$ cat src/rtl/resreg_pkg.sv
package resreg_pkg;
    localparam int RES_W = 10;
    localparam int BUS_W = 8;
    localparam int PAIR_W = 2 * BUS_W;
    localparam int PAD_W = PAIR_W - RES_W;

    typedef enum logic { ALIGN_RIGHT = 1'b0, ALIGN_LEFT = 1'b1 } align_e;
    typedef enum logic [1:0] { SEL_NONE, SEL_LO, SEL_HI } sel_e;

    typedef struct packed {
        logic [BUS_W-1:0] hi;
        logic [BUS_W-1:0] lo;
    } byte_pair_t;

    function automatic byte_pair_t split_result(logic [RES_W-1:0] r, align_e a);
        logic [PAIR_W-1:0] wide;
        if (a == ALIGN_LEFT) wide = {r, {PAD_W{1'b0}}};
        else                 wide = {{PAD_W{1'b0}}, r};
        return byte_pair_t'(wide);
    endfunction
endpackage

$ cat src/rtl/resreg_lock.sv
module resreg_lock (
    input  logic clk,
    input  logic rst,
    input  logic rd_lo,
    input  logic rd_hi,
    output logic locked
);
    always_ff @(posedge clk) begin
        if (rst)        locked <= 1'b0;
        else if (rd_hi) locked <= 1'b0;
        else if (rd_lo) locked <= 1'b1;
    end

    assert_lo_locks_R7: assert property (@(posedge clk) disable iff (rst)
        (rd_lo && !rd_hi) |=> locked);
    assert_hi_opens_R8: assert property (@(posedge clk) disable iff (rst)
        rd_hi |=> !locked);
    assert_hold_R9: assert property (@(posedge clk) disable iff (rst)
        (!rd_lo && !rd_hi) |=> $stable(locked));
endmodule

$ cat src/rtl/resreg_store.sv
module resreg_store
    import resreg_pkg::*;
(
    input  logic             clk,
    input  logic             rst,
    input  logic             res_valid,
    input  logic [RES_W-1:0] res_data,
    input  logic             locked,
    input  logic             rd_lo,
    input  logic             flag_ack,
    output logic [RES_W-1:0] result_q,
    output logic             done_q
);
    logic accept;
    assign accept = res_valid && !locked && !rd_lo;

    always_ff @(posedge clk) begin
        if (rst)         result_q <= '0;
        else if (accept) result_q <= res_data;
    end

    always_ff @(posedge clk) begin
        if (rst)            done_q <= 1'b0;
        else if (res_valid) done_q <= 1'b1;
        else if (flag_ack)  done_q <= 1'b0;
    end

    assert_take_R6: assert property (@(posedge clk) disable iff (rst)
        (res_valid && !locked && !rd_lo) |=> result_q == $past(res_data));
    assert_drop_R7: assert property (@(posedge clk) disable iff (rst)
        (locked || rd_lo) |=> $stable(result_q));
    assert_flag_set_R10: assert property (@(posedge clk) disable iff (rst)
        res_valid |=> done_q);
    assert_flag_clr_R10: assert property (@(posedge clk) disable iff (rst)
        (flag_ack && !res_valid) |=> !done_q);
endmodule

$ cat src/rtl/resreg_format.sv
module resreg_format
    import resreg_pkg::*;
(
    input  logic             clk,
    input  logic             rst,
    input  logic [RES_W-1:0] result_q,
    input  logic             align_left,
    input  logic             rd_lo,
    input  logic             rd_hi,
    output logic [BUS_W-1:0] rd_data
);
    sel_e       sel;
    byte_pair_t pair;

    always_comb begin
        if (rd_lo)      sel = SEL_LO;
        else if (rd_hi) sel = SEL_HI;
        else            sel = SEL_NONE;
    end

    assign pair = split_result(result_q, align_e'(align_left));

    always_comb begin
        unique case (sel)
            SEL_LO:  rd_data = pair.lo;
            SEL_HI:  rd_data = pair.hi;
            default: rd_data = '0;
        endcase
    end

    assert_right_pad_R2: assert property (@(posedge clk) disable iff (rst)
        (!align_left && rd_hi && !rd_lo) |-> rd_data[BUS_W-1:RES_W-BUS_W] == '0);
    assert_left_pad_R3: assert property (@(posedge clk) disable iff (rst)
        (align_left && rd_lo) |-> rd_data[PAD_W-1:0] == '0);
    assert_idle_zero_R5: assert property (@(posedge clk) disable iff (rst)
        (!rd_lo && !rd_hi) |-> rd_data == '0);
endmodule

$ cat src/rtl/resreg_top.sv
module resreg_top
    import resreg_pkg::*;
(
    input  logic             clk,
    input  logic             rst,
    input  logic             res_valid,
    input  logic [RES_W-1:0] res_data,
    input  logic             rd_lo,
    input  logic             rd_hi,
    input  logic             align_left,
    input  logic             flag_ack,
    output logic [BUS_W-1:0] rd_data,
    output logic             done_flag
);
    logic             locked;
    logic [RES_W-1:0] result_q;

    resreg_lock u_lock (
        .clk(clk), .rst(rst), .rd_lo(rd_lo), .rd_hi(rd_hi), .locked(locked)
    );

    resreg_store u_store (
        .clk(clk), .rst(rst), .res_valid(res_valid), .res_data(res_data),
        .locked(locked), .rd_lo(rd_lo), .flag_ack(flag_ack),
        .result_q(result_q), .done_q(done_flag)
    );

    resreg_format u_format (
        .clk(clk), .rst(rst), .result_q(result_q), .align_left(align_left),
        .rd_lo(rd_lo), .rd_hi(rd_hi), .rd_data(rd_data)
    );

    assert_reset_R1: assert property (@(posedge clk)
        $past(rst) |-> (!done_flag && !locked && result_q == '0));
endmodule

$ cat config.mk
export PLATFORM = sky130hd
export DESIGN_NAME = resreg_top
export DESIGN_NICKNAME = d
export VERILOG_FILES = /design/src/rtl/resreg_pkg.sv /design/src/rtl/resreg_lock.sv /design/src/rtl/resreg_store.sv /design/src/rtl/resreg_format.sv /design/src/rtl/resreg_top.sv
export SDC_FILE = /design/constraint.sdc
export NUM_CORES = 1
export LEC_CHECK = 0
export BUFFER_PORTS_ARGS = -buffer_cell sky130_fd_sc_hd__buf_4
export CAP_MARGIN = 20
export CORE_UTILIZATION = 42
export DETAILED_ROUTE_END_ITERATION = 8
export PLACE_DENSITY_LB_ADDON = 0.2
export RECOVER_POWER = 25
export SLEW_MARGIN = 20
export SYNTH_ARGS = -nofsm -noshare
export SYNTH_HDL_FRONTEND = slang
export SYNTH_HIERARCHICAL = 1
export SYNTH_SLANG_ARGS = --single-unit
$ cat constraint.sdc
create_clock -name clk -period 0.85 [get_ports clk]
set_input_delay 0.1275 -clock clk [delete_from_list [all_inputs] [get_ports clk]]
set_output_delay 0.1275 -clock clk [all_outputs]
set_load 0.1 [all_outputs]
==> results.ini, run 1 <==
[place]
dp_slack_ns=-0.3198
dp_cells=126
hpwl_um=1353
gp_congestion=0.7585
io_buffers=25

[status]
status=aborted with a tool error
tool.error=[ERROR DPL-0033] detailed placement checks failed during check placement.
lastStage=global routing

[synth]
netlist_area_um2=698.2
synthCells=73
ys_warn_count=6
avgSynthCellArea_um2=9.564
synth_cell_types=15
synth-seq-cells=12
ys_seq_area_frac=0.3441
synth_nets=90

[cts]
cts_hold_buffers=0
cts_max_level=1
cts_buffer_depth=2
cts.sinks=12
cts_made_buffers=3
cts-root-buf=clkbuf_4

[timing]
worst-ep-kind=primary output
postGrtWorstEndpoint=rd_data[7]

[global_route]
antenna_found_initial=0
grt_max_degree=23

[floorplan]
start_util=0.4581
die_y_um=42.77
row_count=14
ioPinCount=26
die_w_um=42.77

==> metrics by stage <==
| stage | instance area (µm²) | hold slack [ns] |
|---|---|---|
| after floorplan | 895.9 | 0.1965 |
| after global placement | 1206 | 0.3678 |
| after detailed placement | 1206 | 0.3925 |
| after CTS | 1411 | 0.08359 |
==> cell families after synthesis <==
family	after synthesis	share of synthesized area
and+or+nand+nor	32	0.2903
buffers and inverters	6	0.05375
muxes	16	0.2294
AOI/OAI and AO/OA	7	0.08243
DFF	12	0.3441
==> what timing repair did <==
item	in CTS
resized for setup	40
endpoints found under the setup margin	19
cloned	0
pin swaps	7
setup buffers	3
==> cells in the mapped netlist, drive strengths merged <==
cell type	count	share of area
nor3	1	0.014
mux2i	16	0.23
a21oi	1	0.0072
nor2	1	0.0054
and2b	1	0.011
inv	1	0.0054
nor3b	1	0.018
nand3	6	0.043
clkbuf	2	0.011
dfxtp	12	0.34
buf	3	0.038
nand2b	21	0.19
o2bb2ai	6	0.075
or2b	1	0.011
==> run 2: changes to the inputs <==
--- a/config.mk
+++ b/config.mk
@@ -7,9 +7,10 @@
 export LEC_CHECK = 0
 export BUFFER_PORTS_ARGS = -buffer_cell sky130_fd_sc_hd__buf_4
 export CAP_MARGIN = 20
-export CORE_UTILIZATION = 42
+export CORE_AREA = 2 2 63 65
 export DETAILED_ROUTE_END_ITERATION = 8
-export PLACE_DENSITY_LB_ADDON = 0.2
+export DIE_AREA = 0 0 65 67
+export PLACE_DENSITY_LB_ADDON = 0.15
 export RECOVER_POWER = 25
 export SLEW_MARGIN = 20
 export SYNTH_ARGS = -nofsm -noshare
==> constraint.sdc (replaced) <==
create_clock -name clk -period 1.1 [get_ports clk]
set_input_delay 0.165 -clock clk [delete_from_list [all_inputs] [get_ports clk]]
set_output_delay 0.165 -clock clk [all_outputs]
set_load 0.1 [all_outputs]
==> run 2 against run 1 <==
Net effect: the flow now finishes, with violations (negative setup slack); synthesized cell count unchanged; area after synthesis stayed put.
==> results.ini, run 2 <==
[routing]
drt_iter0_markers=18
totalWireLength_um=1996
drc=0
num_vias=662
firstDrtPassIters=2
avgViaCountPerCell=4.112
drtAntennaViolNets=0
wire_per_inst_um=12.40

[timing]
worst_slack_ns=-0.1375
fmax_mhz=808.1
maxSlewHeadroom=0.8170
fin_worst_skew_ns=0.002883
post-route-min-period_ns=1.238
slew_violations=0
hold_viol=0
setup_violations=8
grt_setup_unrepaired=yes
fin_crit_sh=1.125
timing_worst_slew_pin_value_ns=0.2768

[floorplan]
dieArea_um2=4355
start_util=0.1936  ; was 0.4581
ioPinCount=26  ; unchanged
row_count=22  ; was 14
die_y_um=67  ; was 42.77 µm
die_w_um=65  ; was 42.77 µm
core_um2=3606

[final_layout]
layout_commonest_cell=buf_4
layout-drive-gt1-share=0.6814
diodes=0
fillerInstances=375
final_cell_mix=27 x buf_4, 21 x nand2b_1, 11 x buf_12
largestRegisters=u_store/result_q x10, u_lock/locked x1, u_store/done_q x1
finalNetCount=131
regMostFlops=u_store/result_q
fin_cells=161
area_growth_pct=107.9
stdcell_area_um2=1451
largest_reg_flops=10

[global_route]
overflow=0
grt_max_degree=23
antenna_found_initial=0
track_usage=0.1078
grt_pass1_vias=704
grt_pass1_wl_um=3360

[power]
comb_power_share=0.298
switching_share=0.2940
p_per_area_nw_per_um2=954.0
power_mw=1.385
switching_power_uw=407.0
p_clk_frac=0.354
power_frac_seq=0.348
vdd_ir_drop_max_mv=0.3049
p_leak_nw=0.5384
internal_power_uw=977.6

[cts]
clkTransAtPathRegs_ns=0.06
cts.sinks=12  ; unchanged
cts_buffer_depth=2  ; unchanged
cts-root-buf=clkbuf_8  ; was clkbuf_4
cts_tree=done
cts_max_level=1  ; unchanged
cts_hold_buffers=0  ; unchanged
cts_made_buffers=3  ; unchanged
clock_latency_ns=0.25

[worst_setup_path]
reg2regPathDepth=3
required_ns=0.94
endpoint_kind=primary output
arrival_ns=1.07
worst_setup_path_startpoint=u_store/result_q[7]$_SDFFE_PP0P_
cp_max_fo=3
r2r_end=u_store/result_q[4]$_SDFFE_PP0P_
reg2reg_from=u_lock/locked$_SDFFE_PP0P_
startpoint_type=flip-flop
reg2reg_setup_slack_ns=0.05
crit_end=rd_data[7]
critPathKind=flip-flop to primary output

[synth]
synth-edff-count=0  ; unchanged
synth_common_cells=21 x nand2b_1, 16 x mux2i_1, 12 x dfxtp_1  ; unchanged
synthCells=73  ; unchanged
synth-main-ff-cell=dfxtp_1  ; unchanged
yosys.area.top_type=dfxtp_1  ; unchanged
synth_nets=90  ; unchanged
ys_top_cells_by_area=dfxtp_1 34%, mux2i_1 23%, nand2b_1 19%, o2bb2ai_1 7.5%, nand3_1 4.3%  ; unchanged
netlist_area_um2=698.2  ; unchanged
avgSynthCellArea_um2=9.564  ; unchanged
ys_warn_count=6  ; unchanged
synth_cell_types=15  ; unchanged
ys_seq_area_frac=0.3441  ; unchanged
synthDominantCellAreaShare=0.3441  ; unchanged
synth-seq-cells=12  ; unchanged
yosysMostFrequentCell=nand2b_1  ; unchanged
ys_async_sr_fraction=0  ; unchanged

[min_path]
hold_path_class=primary input to flip-flop

[status]
violations=negative setup slack
status=finished with violations  ; was aborted with a tool error

[place]
dp_slack_ns=-0.1372  ; was -0.3198 ns
place_area_um2=1205  ; was 1206 µm²
hpwl_um=1491  ; was 1353 µm
io_buffers=25  ; unchanged
dp_cells=155  ; was 126
gp_congestion=0.6663  ; was 0.7585

[job]
maxCapViolations=0

run 2: cell counts after synthesis:
No cell type changed its count.
run 2: stage by stage:
stage               TNS (ns)  hold WS [ns]  utilization
detailed placement    -1.324        0.3661       0.3341
global route          -1.239        0.1139       0.4025
finish               -0.8446        0.1150       0.4025
global placement      -1.074        0.3685       0.3341
CTS                  -0.9620        0.1085       0.3966
floorplan            -0.8817        0.2340            -
run 2: routing by layer:
metal  vias to the layer above  wire length (µm)  track usage
met4                         0                53      0.06383
li1                        331                 -            -
met5                         -                 0            0
met2                        17              1003       0.1765
met1                       309               838       0.1188
met3                         5               101      0.04054
run 2: repair_timing:
action                     CTS  global route
setup endpoints to repair    8             8
buffers inserted             1             1
gates resized for setup     39             4
pin swaps                    8             4
run 2: power by group through the flow:
| stage | Sequential (mW) | Clock, mW | Combinational, mW |
|---|---|---|---|
| finish | 0.482 | 0.490 | 0.413 |
| global route | 0.485 | 0.534 | 0.436 |
| CTS | 0.481 | 0.503 | 0.412 |
| detailed placement | 0.487 | 0 | 0.364 |
| global placement | 0.487 | 0 | 0.360 |
| floorplan | 0.506 | 0 | 0.218 |
run 2: cell families (layout without fill, tap and decap cells):
| family | count (synthesis) | count (layout) | share of synthesized area |
|---|---|---|---|
| mux | 16 | 16 | 0.2294 |
| buf+inv | 6 | 46 | 0.05375 |
| flops | 12 | 12 | 0.3441 |
| compound gates | 7 | 7 | 0.08243 |
| simple gates | 32 | 32 | 0.2903 |
run 2: worst max-delay path, stage by stage, from the launching register on:
cell and delay [ns]:
dfxtp_2 0.33, mux2i_2 0.20, mux2i_4 0.11, buf_12 0.18
run 2: worst min-delay path by stage:
stage,start,end,slack [ns],cells after the start
6_report,rd_hi,u_lock/locked$_SDFFE_PP0P_,0.11,2
5_1_grt,rd_hi,u_lock/locked$_SDFFE_PP0P_,0.11,2
4_1_cts,rd_hi,u_lock/locked$_SDFFE_PP0P_,0.11,2
3_5_place_dp,rd_hi,u_lock/locked$_SDFFE_PP0P_,0.37,2
3_3_place_gp,rd_hi,u_lock/locked$_SDFFE_PP0P_,0.37,2
2_1_floorplan,rd_hi,u_lock/locked$_SDFFE_PP0P_,0.23,1
run 2: cell type report:
| class | count | area, µm² | share of cell area |
|---|---|---|---|
| flip-flops and latches | 12 | 257.7 | 0.1776 |
| clock buffers | 4 | 55.05 | 0.03793 |
| multi-input cells | 55 | 624.3 | 0.4302 |
| inverters | 1 | 3.754 | 0.002586 |
| well taps | 48 | 60.06 | 0.04138 |
| repair buffers | 41 | 450.4 | 0.3103 |
Power figures use the tool's default switching activity.
